==> src/rtl/pol_pkg.sv <==
package pol_pkg;
  // Classified pulse event as seen by the detector
  typedef struct packed {
    logic valid;
    logic flp;
    logic inv;
  } pulse_ev_t;

  localparam int unsigned DEF_THRESH = 8;
  localparam int unsigned DEF_DATA_W = 2;
endpackage

==> src/rtl/pol_nlp_run.sv <==
module pol_nlp_run
  import pol_pkg::*;
#(
  parameter int unsigned THRESH = DEF_THRESH
) (
  input  logic      clk,
  input  logic      rst_n,
  input  logic      enable,
  input  pulse_ev_t ev,
  output logic      hit
);
  localparam int unsigned CW = (THRESH > 2) ? $clog2(THRESH) : 1;
  localparam logic [CW-1:0] LAST = CW'(THRESH - 1);

  logic [CW-1:0] cnt_q, cnt_d;
  logic          cnt_en;
  logic          nlp_inv, nlp_up;

  assign nlp_inv = ev.valid && !ev.flp && ev.inv;
  assign nlp_up  = ev.valid && !ev.flp && !ev.inv;
  assign hit     = enable && nlp_inv && (cnt_q == LAST);

  always_comb begin
    cnt_d  = cnt_q;
    cnt_en = 1'b0;
    if (!enable) begin
      cnt_d  = '0;
      cnt_en = (cnt_q != '0);
    end else if (hit || nlp_up) begin
      cnt_d  = '0;
      cnt_en = 1'b1;
    end else if (nlp_inv) begin
      cnt_d  = cnt_q + 1'b1;
      cnt_en = 1'b1;
    end
  end

  always_ff @(posedge clk or negedge rst_n) begin
    if (!rst_n)      cnt_q <= '0;
    else if (cnt_en) cnt_q <= cnt_d;
  end
endmodule

==> src/rtl/pol_state.sv <==
module pol_state (
  input  logic clk,
  input  logic rst_n,
  input  logic wr_en,
  input  logic wr_dis,
  input  logic wr_rev,
  input  logic auto_on,
  input  logic link_up,
  input  logic set_hit,
  output logic dis_q,
  output logic rev_q
);
  logic dis_d, rev_d, st_en;

  always_comb begin
    dis_d = dis_q;
    rev_d = rev_q;
    if (wr_en) dis_d = wr_dis;
    if (wr_en && wr_dis)   rev_d = wr_rev;
    else if (auto_on) begin
      if (!link_up)        rev_d = 1'b0;
      else if (set_hit)    rev_d = 1'b1;
    end
    st_en = (dis_d != dis_q) || (rev_d != rev_q);
  end

  always_ff @(posedge clk or negedge rst_n) begin
    if (!rst_n) begin
      dis_q <= 1'b0;
      rev_q <= 1'b0;
    end else if (st_en) begin
      dis_q <= dis_d;
      rev_q <= rev_d;
    end
  end
endmodule

==> src/rtl/pol_data_xor.sv <==
module pol_data_xor #(
  parameter int unsigned DATA_W = 2
) (
  input  logic              clk,
  input  logic              rst_n,
  input  logic              flip,
  input  logic [DATA_W-1:0] din,
  output logic [DATA_W-1:0] dout
);
  logic [DATA_W-1:0] d_next;

  for (genvar i = 0; i < DATA_W; i++) begin : g_bit
    assign d_next[i] = din[i] ^ flip;
  end

  always_ff @(posedge clk or negedge rst_n) begin
    if (!rst_n) dout <= '0;
    else        dout <= d_next;
  end
endmodule

==> src/rtl/lp_polarity_fixer.sv <==
module lp_polarity_fixer
  import pol_pkg::*;
#(
  parameter int unsigned THRESH = DEF_THRESH,
  parameter int unsigned DATA_W = DEF_DATA_W
) (
  input  logic              clk,
  input  logic              rst_n,
  input  logic              pulse_valid,
  input  logic              pulse_is_flp,
  input  logic              pulse_inverted,
  input  logic              link_up,
  input  logic [DATA_W-1:0] rx_data_in,
  input  logic              ctl_wr_en,
  input  logic              ctl_wr_disable,
  input  logic              ctl_wr_reverse,
  output logic              auto_disable_o,
  output logic              reverse_o,
  output logic [DATA_W-1:0] rx_data_out
);
  pulse_ev_t ev;
  logic      auto_on, run_en, nlp_hit, flp_hit, dis_q, rev_q;

  assign ev      = '{valid: pulse_valid, flp: pulse_is_flp, inv: pulse_inverted};
  // detection runs when the disable bit (after any write this cycle) is clear
  assign auto_on = ctl_wr_en ? !ctl_wr_disable : !dis_q;
  assign run_en  = auto_on && link_up;
  assign flp_hit = ev.valid && ev.flp && ev.inv;

  pol_nlp_run #(.THRESH(THRESH)) u_run (
    .clk(clk), .rst_n(rst_n), .enable(run_en), .ev(ev), .hit(nlp_hit)
  );

  pol_state u_state (
    .clk(clk), .rst_n(rst_n),
    .wr_en(ctl_wr_en), .wr_dis(ctl_wr_disable), .wr_rev(ctl_wr_reverse),
    .auto_on(auto_on), .link_up(link_up), .set_hit(nlp_hit || flp_hit),
    .dis_q(dis_q), .rev_q(rev_q)
  );

  pol_data_xor #(.DATA_W(DATA_W)) u_xor (
    .clk(clk), .rst_n(rst_n), .flip(rev_q), .din(rx_data_in), .dout(rx_data_out)
  );

  assign auto_disable_o = dis_q;
  assign reverse_o      = rev_q;
endmodule

==> config.mk <==
export PLATFORM = sky130hd
export DESIGN_NAME = lp_polarity_fixer
export DESIGN_NICKNAME = d
export VERILOG_FILES = /design/src/rtl/pol_pkg.sv /design/src/rtl/pol_nlp_run.sv /design/src/rtl/pol_state.sv /design/src/rtl/pol_data_xor.sv /design/src/rtl/lp_polarity_fixer.sv
export SDC_FILE = /design/constraint.sdc
export NUM_CORES = 1
export LEC_CHECK = 0
export ABC_AREA = 1
export BUFFER_PORTS_ARGS = -buffer_cell sky130_fd_sc_hd__clkbuf_2
export CAP_MARGIN = 20
export CORE_AREA = 2 2 39 41
export DETAILED_ROUTE_END_ITERATION = 10
export DIE_AREA = 0 0 41 43
export PLACE_DENSITY_LB_ADDON = 0.05
export SKIP_CTS_REPAIR_TIMING = 1
export SLEW_MARGIN = 5
export SYNTH_ARGS = -nofsm -noshare
export SYNTH_HDL_FRONTEND = slang
export SYNTH_SLANG_ARGS = --single-unit
==> constraint.sdc <==
create_clock -name clk -period 2.2 [get_ports clk]
set_clock_uncertainty 0.2 [all_clocks]
set_input_delay 0.22 -clock clk [delete_from_list [all_inputs] [get_ports clk]]
set_output_delay 0.22 -clock clk [all_outputs]
set_load 0.02 [all_outputs]
==> results of run 1 <==
==> cell families after synthesis <==
group,count (synthesis),synth area share [%]
simple gates,32,38.3
buf+inv,9,7.89
flops,7,40.9
fa+ha+maj,3,8.77
xor+xnor,2,4.09
==> area by class of cell <==
cell class | instances | area, µm² | share of cell area [%]
Clock buffer | 4 | 26.3 | 4.58
Sequential cell | 7 | 175 | 30.5
Inverter | 9 | 33.8 | 5.88
Tap cell | 16 | 20.0 | 3.49
Multi-Input combinational cell | 37 | 219 | 38.1
Timing Repair Buffer | 17 | 100 | 17.4
==> per-layer routing <==
metal	track usage (%)	part of all wire (%)	vias to the layer above
met5	0	0	-
met4	4.00	0	0
met3	6.28	3.3	0
met2	15.3	49	12
met1	15.2	48	156
li1	-	-	210
==> power groups by stage <==
stage | clock network [mW] | registers (mW) | logic (mW)
finish | 0.114 | 0.173 | 0.123
global placement | 0 | 0.176 | 0.120
detailed placement | 0 | 0.175 | 0.119
CTS | 0.119 | 0.173 | 0.121
global route | 0.135 | 0.176 | 0.140
floorplan | 0 | 0.181 | 0.0732
==> cells in the mapped netlist <==
library cell                n
sky130_fd_sc_hd__dfrtp_1    7
sky130_fd_sc_hd__ha_1       3
sky130_fd_sc_hd__inv_1      8
sky130_fd_sc_hd__inv_2      1
sky130_fd_sc_hd__nand2_1   14
sky130_fd_sc_hd__nand2_2    2
sky130_fd_sc_hd__nand3_1    6
sky130_fd_sc_hd__nand3_4    1
sky130_fd_sc_hd__nand3b_1   1
sky130_fd_sc_hd__nand4_1    1
sky130_fd_sc_hd__nor2_1     1
sky130_fd_sc_hd__nor2_2     3
sky130_fd_sc_hd__nor3_1     3
sky130_fd_sc_hd__xor2_1     2
==> path summary, 6_finish.rpt <==
path,start,to,cells past startpoint
min in group asynchronous,rst_n,u_run.cnt_q[2],2
max in group asynchronous,rst_n,u_state.rev_q,2
min reg2reg,u_run.cnt_q[1],u_run.cnt_q[1],2
max reg2reg,u_run.cnt_q[0],u_run.cnt_q[0],9
min,ctl_wr_reverse,u_state.rev_q,3
max,u_run.cnt_q[0],u_run.cnt_q[0],9
==> metrics by stage <==
step	cell area (µm²)	setup slack, ps	hold slack (ps)
final	574	676	26.9
after global routing	574	557	11.0
after CTS	544	668	-406
after detailed placement	518	682	-134
after global placement	518	696	-133
after floorplan	428	792	-276
==> flip-flops by register name (all words and copies together), names as in the netlist <==
name,count
u_xor.dout,2
u_state.rev_q,1
u_state.dis_q,1
u_run.cnt_q,3
==> critical path: cells and delay by family, from the launching register on <==
| family | cells | cell delay [ps] |
|---|---|---|
| adders and majority gates | 2 | 380 |
| buffers and inverters | 1 | 30 |
| DFF | 1 | 400 |
| and+or+nand+nor | 6 | 450 |
==> results.txt, run 1 <==
TritonCTS built the clock tree. The worst setup path is launched from a flip-flop. The worst setup path is captured at a flip-flop. The required time reported for the critical path endpoint came out at 2190 ps.

The detailed router's first-iteration violation count is 0. The floorplan step set the die height to 43 µm. In the final design database the tool counted 89 nets. The data arrival time of the worst path is 1510 ps.

Of all nets on the critical path, the largest fanout is 4. The critical path's largest stage delay is 400 ps. The fraction of final layout cells with drive strength greater than 1 is 32.4%. The number of sinks handled by clock tree synthesis is 7. The tightest min-delay check is of the in2reg type.

In this run the core area contains 14 standard-cell rows. The flow ran to the end, and the final reports show no timing, DRC or antenna violations. The register-to-register setup slack came out at 680 ps. Summed over all cells, the static leakage comes to 0.320 nW. The number of placed instances, taps included came out at 83. The floorplan step defined a die boundary enclosing 1760 µm². The wire length of the first global-routing pass came out at 1.30 mm. The first-pass detailed-route iteration total is 1.

The signal on the critical path passes through ha_1 > ha_1 > nand2_1 > inv_1 > nand2_1 > nor2_2 > nor2_2 > nand2_1 > nand2_1. Per report_power, the sequential group accounts for 42.2% of the total. The detailed-route DRC error count came out at 0.

The count of nets left with antenna violations after detail routing is 0. The actual slew at the worst max-slew pin came out at 192 ps. The number of warnings reported in the yosys synthesis log is 0. The total I/O pin count is 15.

Setup repair after global routing left no endpoint under its margin. The post-route non-filler standard cell count came out at 90. The overall track demand over capacity in global routing came out at 11.4%. Among all stages on the critical path, the largest delay is contributed by sky130_fd_sc_hd__dfrtp_1. The tree is rooted in a sky130_fd_sc_hd__clkbuf_4. The number of slew-limit violations in the final report is 0. Setup violations remaining at the end of the flow were counted as 0. The post-route total power is 0.410 mW. The synthesized net count is 67.

The worst path needs 1520 ps of the cycle, external delays included. The cell count after synthesis came out at 53. The worst setup path is of the reg2reg kind.

Clock-pin slew was measured on the worst setup and hold paths at 50 ps. The total congestion overflow is 0. The placeable core area is 1380 µm².

The part of the cycle the worst path needs is 69.3%. Summing every instance area after synthesis gives 428 µm². The total clock buffers created by CTS is 3.

The number of global-route vias before repair came to 323. The total wire length after detailed routing came out at 841 µm. The register bit count reported by yosys came out at 7.

Headroom to the max-slew limit came out at 87.2%. The part of the power in combinational logic came out at 30.0%. The placed wire-length estimate after detailed placement is 663 µm. Timing would allow up to 0.656 GHz. After synthesis, the largest area contributor takes up 40.9% of total cell area. After detailed routing, the average wire length per cell comes to 9.34 µm.

The portion of the post-synthesis area used by sequential elements is 40.9%. By instance count, the cell type seen most on the critical path is sky130_fd_sc_hd__nand2_1. The cell internal power dissipation is 0.274 mW.

Of the total power, the share spent switching nets is 33.3%. The mean instance size in the synthesized netlist is 8.07 µm². The max-capacitance violation count is 0. The total of buffers placed on input and output ports came out at 14. The hold violation count in the final report is 0. Routability-driven placement finished with a final weighted congestion of 0.637. The clock latency of the later-clocked register in the worst-skew pair is 250 ps. After filler insertion, the fill cell instance count of the layout stands at 141. The number of antenna repair diodes is 0. The part of the power in the clock network came out at 27.8%. In the post-synthesis netlist, the biggest area contributors are sky130_fd_sc_hd__dfrtp_1, sky130_fd_sc_hd__nand2_1, sky130_fd_sc_hd__ha_1. The switching power came out at 0.137 mW.

The largest total area in the synthesized netlist belongs to sky130_fd_sc_hd__dfrtp_1. The count of different cell masters after synthesis is 14. The number of antenna violations at the first check in global routing is 0. The H-tree depth came out at 1.

The die extent in x came out at 41 µm. The maximum number of pins on one net before global-route repair came out at 8. Power spread over the standard cell area amounts to 714 nW/µm². Cells fill 41.5% of the core in the end.

The routed layout has 378 vias. The setup TNS after final layout is 0 ps. The worst IR drop on VDD is 0.000309 V. In the layout the commonest cells are sky130_fd_sc_hd__nand2_1, sky130_fd_sc_hd__clkbuf_2, sky130_fd_sc_hd__inv_1. Compared with the post-synthesis result, the final layout area differs by 34.2%. The average vias per placed instance is 4.20. The maximum count of clock buffers along a single path came out at 2. The initial cell density of the core is 30.9%.
Note: power is estimated with default switching activity, not from simulation.
==> run 2: changes to the inputs <==
--- a/config.mk
+++ b/config.mk
@@ -5,7 +5,7 @@
 export SDC_FILE = /design/constraint.sdc
 export NUM_CORES = 1
 export LEC_CHECK = 0
-export ABC_AREA = 1
+export ABC_AREA = 0
 export BUFFER_PORTS_ARGS = -buffer_cell sky130_fd_sc_hd__clkbuf_2
 export CAP_MARGIN = 20
 export CORE_AREA = 2 2 39 41
==> constraint.sdc (replaced) <==
create_clock -name clk -period 1.25 [get_ports clk]
set_clock_uncertainty 0.2 [all_clocks]
set_input_delay 0.125 -clock clk [delete_from_list [all_inputs] [get_ports clk]]
set_output_delay 0.125 -clock clk [all_outputs]
set_load 0.02 [all_outputs]
==> results.txt, run 2 <==
The detailed router's first-iteration violation count came out at 2. The number of antenna violations at the first check in global routing is 0. The tightest min-delay check is of the in2reg type. The number of antenna repair diodes is 0.

The via count of the routed design came out at 409. The total of buffers placed on input and output ports is 14. The relative area change from synthesis to final layout came out at 61.5%. CTS built an H-tree with a depth of 1. The dominant synthesized flop cell is sky130_fd_sc_hd__dfrtp_1. The most instantiated library cell after synthesis is sky130_fd_sc_hd__dfrtp_1. The total wire length after detailed routing came out at 1.02 mm. The maximum number of pins on one net before global-route repair came out at 10. The largest registers in the layout are u_run.cnt_q (3), u_xor.dout (2). The cell taking the most area after synthesis is sky130_fd_sc_hd__dfrtp_1. The row count came out at 14. Counting flops with an async set or reset pin after synthesis yields a share of 100%. The synthesized net count is 53. At the pin with the least slew margin, the transition time is 216 ps. Once the floorplan was initialized, standard cells occupied 29.4% of the core. The root buffer cell chosen for the clock tree is sky130_fd_sc_hd__clkbuf_4.

The flow ran to the end, but the final reports show violations. The element type at the critical path end is a flip-flop. The total I/O pin count came out at 15. The number of warnings reported in the yosys synthesis log came out at 0. The max-capacitance violation count came out at 0. The portion of the post-synthesis area used by sequential elements came out at 43.1%. The number of slew-limit violations in the final report came out at 0. The post-detailed-route wirelength per cell came out at 12.1 µm.

The number of sinks handled by clock tree synthesis is 7. The mean instance size in the synthesized netlist came out at 10.4 µm². At the end of routability-driven placement, the weighted congestion stood at 0.750. The fmax is 0.575 GHz. After synthesis, the cell types taking the most area are sky130_fd_sc_hd__dfrtp_1, sky130_fd_sc_hd__ha_1, sky130_fd_sc_hd__nand4_1.

Counting instances in the post-synthesis netlist gives the leading cell types as sky130_fd_sc_hd__dfrtp_1, sky130_fd_sc_hd__inv_1, sky130_fd_sc_hd__nand4_1. The placeable core area is 1380 µm². The number of global-route vias before repair came out at 407. The worst slack after detailed placement is -476 ps. The register with the most flip-flops in the layout has 3 of them. The instance count of the mapped netlist is 39. The part of the cycle the worst path needs is 139%. The wire length of the first global-routing pass is 1.68 mm.

The tightest hold margin is 9.37 ps. Counting flops with a built-in enable in the synthesized netlist gives 0. The first-pass detailed-route iteration total came out at 4.

The proportion of netlist area held by the largest area contributor is 43.1%. Dividing total power by cell area gives a power density of 1100 nW/µm². For the finished layout, the period the worst path requires is 1740 ps. The library cells used most frequently in the layout, excluding fill and tap cells, are sky130_fd_sc_hd__clkbuf_2, sky130_fd_sc_hd__buf_4, sky130_fd_sc_hd__dfrtp_1. The fraction of final layout cells with drive strength greater than 1 came out at 47.1%.

The library cell used most frequently in the layout, excluding fill and tap cells, is sky130_fd_sc_hd__clkbuf_2. The register bit count reported by yosys came out at 7. Using the TritonRoute via totals, the vias-per-cell ratio works out to 4.87. VDD sags by at most 0.000514 V.

The largest register by flop count is u_run.cnt_q. Across all setup checks in the final design, the least slack found is -489 ps. The die covers 1760 µm². The post-route non-filler standard cell count is 84.

The final reports fail on setup timing. The netlist uses 21 different library cells. The number of placed instances, taps included came out at 75.

The clock latency of the later-clocked register in the worst-skew pair came out at 250 ps. After detailed routing, the number of remaining DRC violations is 0. The count of nets left with antenna violations after detail routing is 0. Clock-pin slew was measured on the worst setup and hold paths at 50 ps. Traced cell by cell, the critical path runs through ha_2 > ha_4 > o211ai_1 > a21oi_1 > or3_1.

For this run, the slowest stage of the critical path takes 390 ps. Of all nets on the critical path, the largest fanout is 2. In this run, CTS created clock tree buffers numbering 3. The overall track demand over capacity in global routing came out at 14.6%. The netlist area before placement came out at 407 µm². For this run the aggregate overflow at the end of global routing stands at 0. The final setup violation count came out at 4.

The die extent in x came out at 41 µm. The worst setup path is of the reg2reg kind. The hold violation count in the final report is 0. The type of origin of the critical path is a flip-flop. Summed over all nets, the half-perimeter wirelength after detailed placement is 831 µm. The slowest stage of the critical path is the sky130_fd_sc_hd__dfrtp_1 cell.

For the final routed database, the setup TNS stands at -1540 ps. The relative slew slack is 85.3%. The required time reported for the critical path endpoint came out at 1170 ps. The die boundary height came out at 43 µm.

The maximum count of clock buffers along a single path came out at 2. The static power due to leakage came out at 0.331 nW. The data arrival time of the worst path is 1660 ps. TritonCTS built the clock tree. The final layout contains 83 nets. Setup repair after global routing could not meet its margin everywhere.
run 2: changes by cell type in the layout (fill, tap and decap cells not counted), sizes merged, moves of 2 or more:
cell,previous run,this run
nand3,7,2
nor2,4,1
mux2i,0,2
inv,9,5
nor3,3,0
a2111o,0,2
nand2,16,1
buf,0,10
nand4,1,4
run 2: power breakdown:
part           total, mW  internal (mW)  leakage (nW)  switching [mW]
logic              0.250          0.128         0.227           0.122
registers          0.279          0.258        0.0893          0.0215
clock network      0.196          0.121        0.0150          0.0743
total              0.725          0.507         0.331           0.218
run 2: through the flow:
| stage | cell area, µm² | power (mW) | utilization, % |
|---|---|---|---|
| after CTS | 577 | 0.700 | 41.7 |
| after detailed placement | 551 | 0.497 | 39.8 |
| after global placement | 551 | 0.485 | 39.8 |
| final | 657 | 0.725 | 47.5 |
| after global routing | 657 | 0.791 | 47.5 |
| after floorplan | 412 | 0.384 | - |
run 2: cell families after synthesis:
kind of cell	share of synthesized area, %
flip-flops	43.1
buffers and inverters	5.54
adder cells (fa/ha/maj)	9.23
XOR/XNOR	4.31
AO/OA/AOI/OAI	12.3
multiplexers	5.85
AND/OR/NAND/NOR	19.7
run 2: path summary, 6_finish.rpt:
kind	depth (start not counted)	start	slack (ps)	to
min reg2reg	3	u_run.cnt_q[0]	490	u_run.cnt_q[0]
min	3	link_up	9	u_run.cnt_q[2]
max	5	u_run.cnt_q[1]	-490	u_state.rev_q
max reg2reg	5	u_run.cnt_q[1]	-490	u_state.rev_q
max in group asynchronous	2	rst_n	640	u_run.cnt_q[0]
min in group asynchronous	2	rst_n	40	u_xor.dout[0]
run 2: worst max-delay path, delay by kind of cell, from the launching register on:
kind	cells	cell delay [ps]
simple gates	1	350
fa+ha+maj	2	370
compound gates	2	300
flops	1	390
run 2: layer usage:
| metal | up-vias | GRT usage (%) | share of wire (%) |
|---|---|---|---|
| met4 | 0 | 4.00 | 0 |
| li1 | 200 | - | - |
| met1 | 195 | 14.7 | 40 |
| met3 | 0 | 7.85 | 6.0 |
| met5 | - | 0 | 0 |
| met2 | 14 | 24.7 | 54 |
run 2: final cells by class:
cell class,count,area (µm²)
timing repair buffer,26,178
inverter,5,18.8
tap,16,20.0
multi-input combinational,26,239
clock buffer,4,26.3
fill,139,727
sequential,7,175
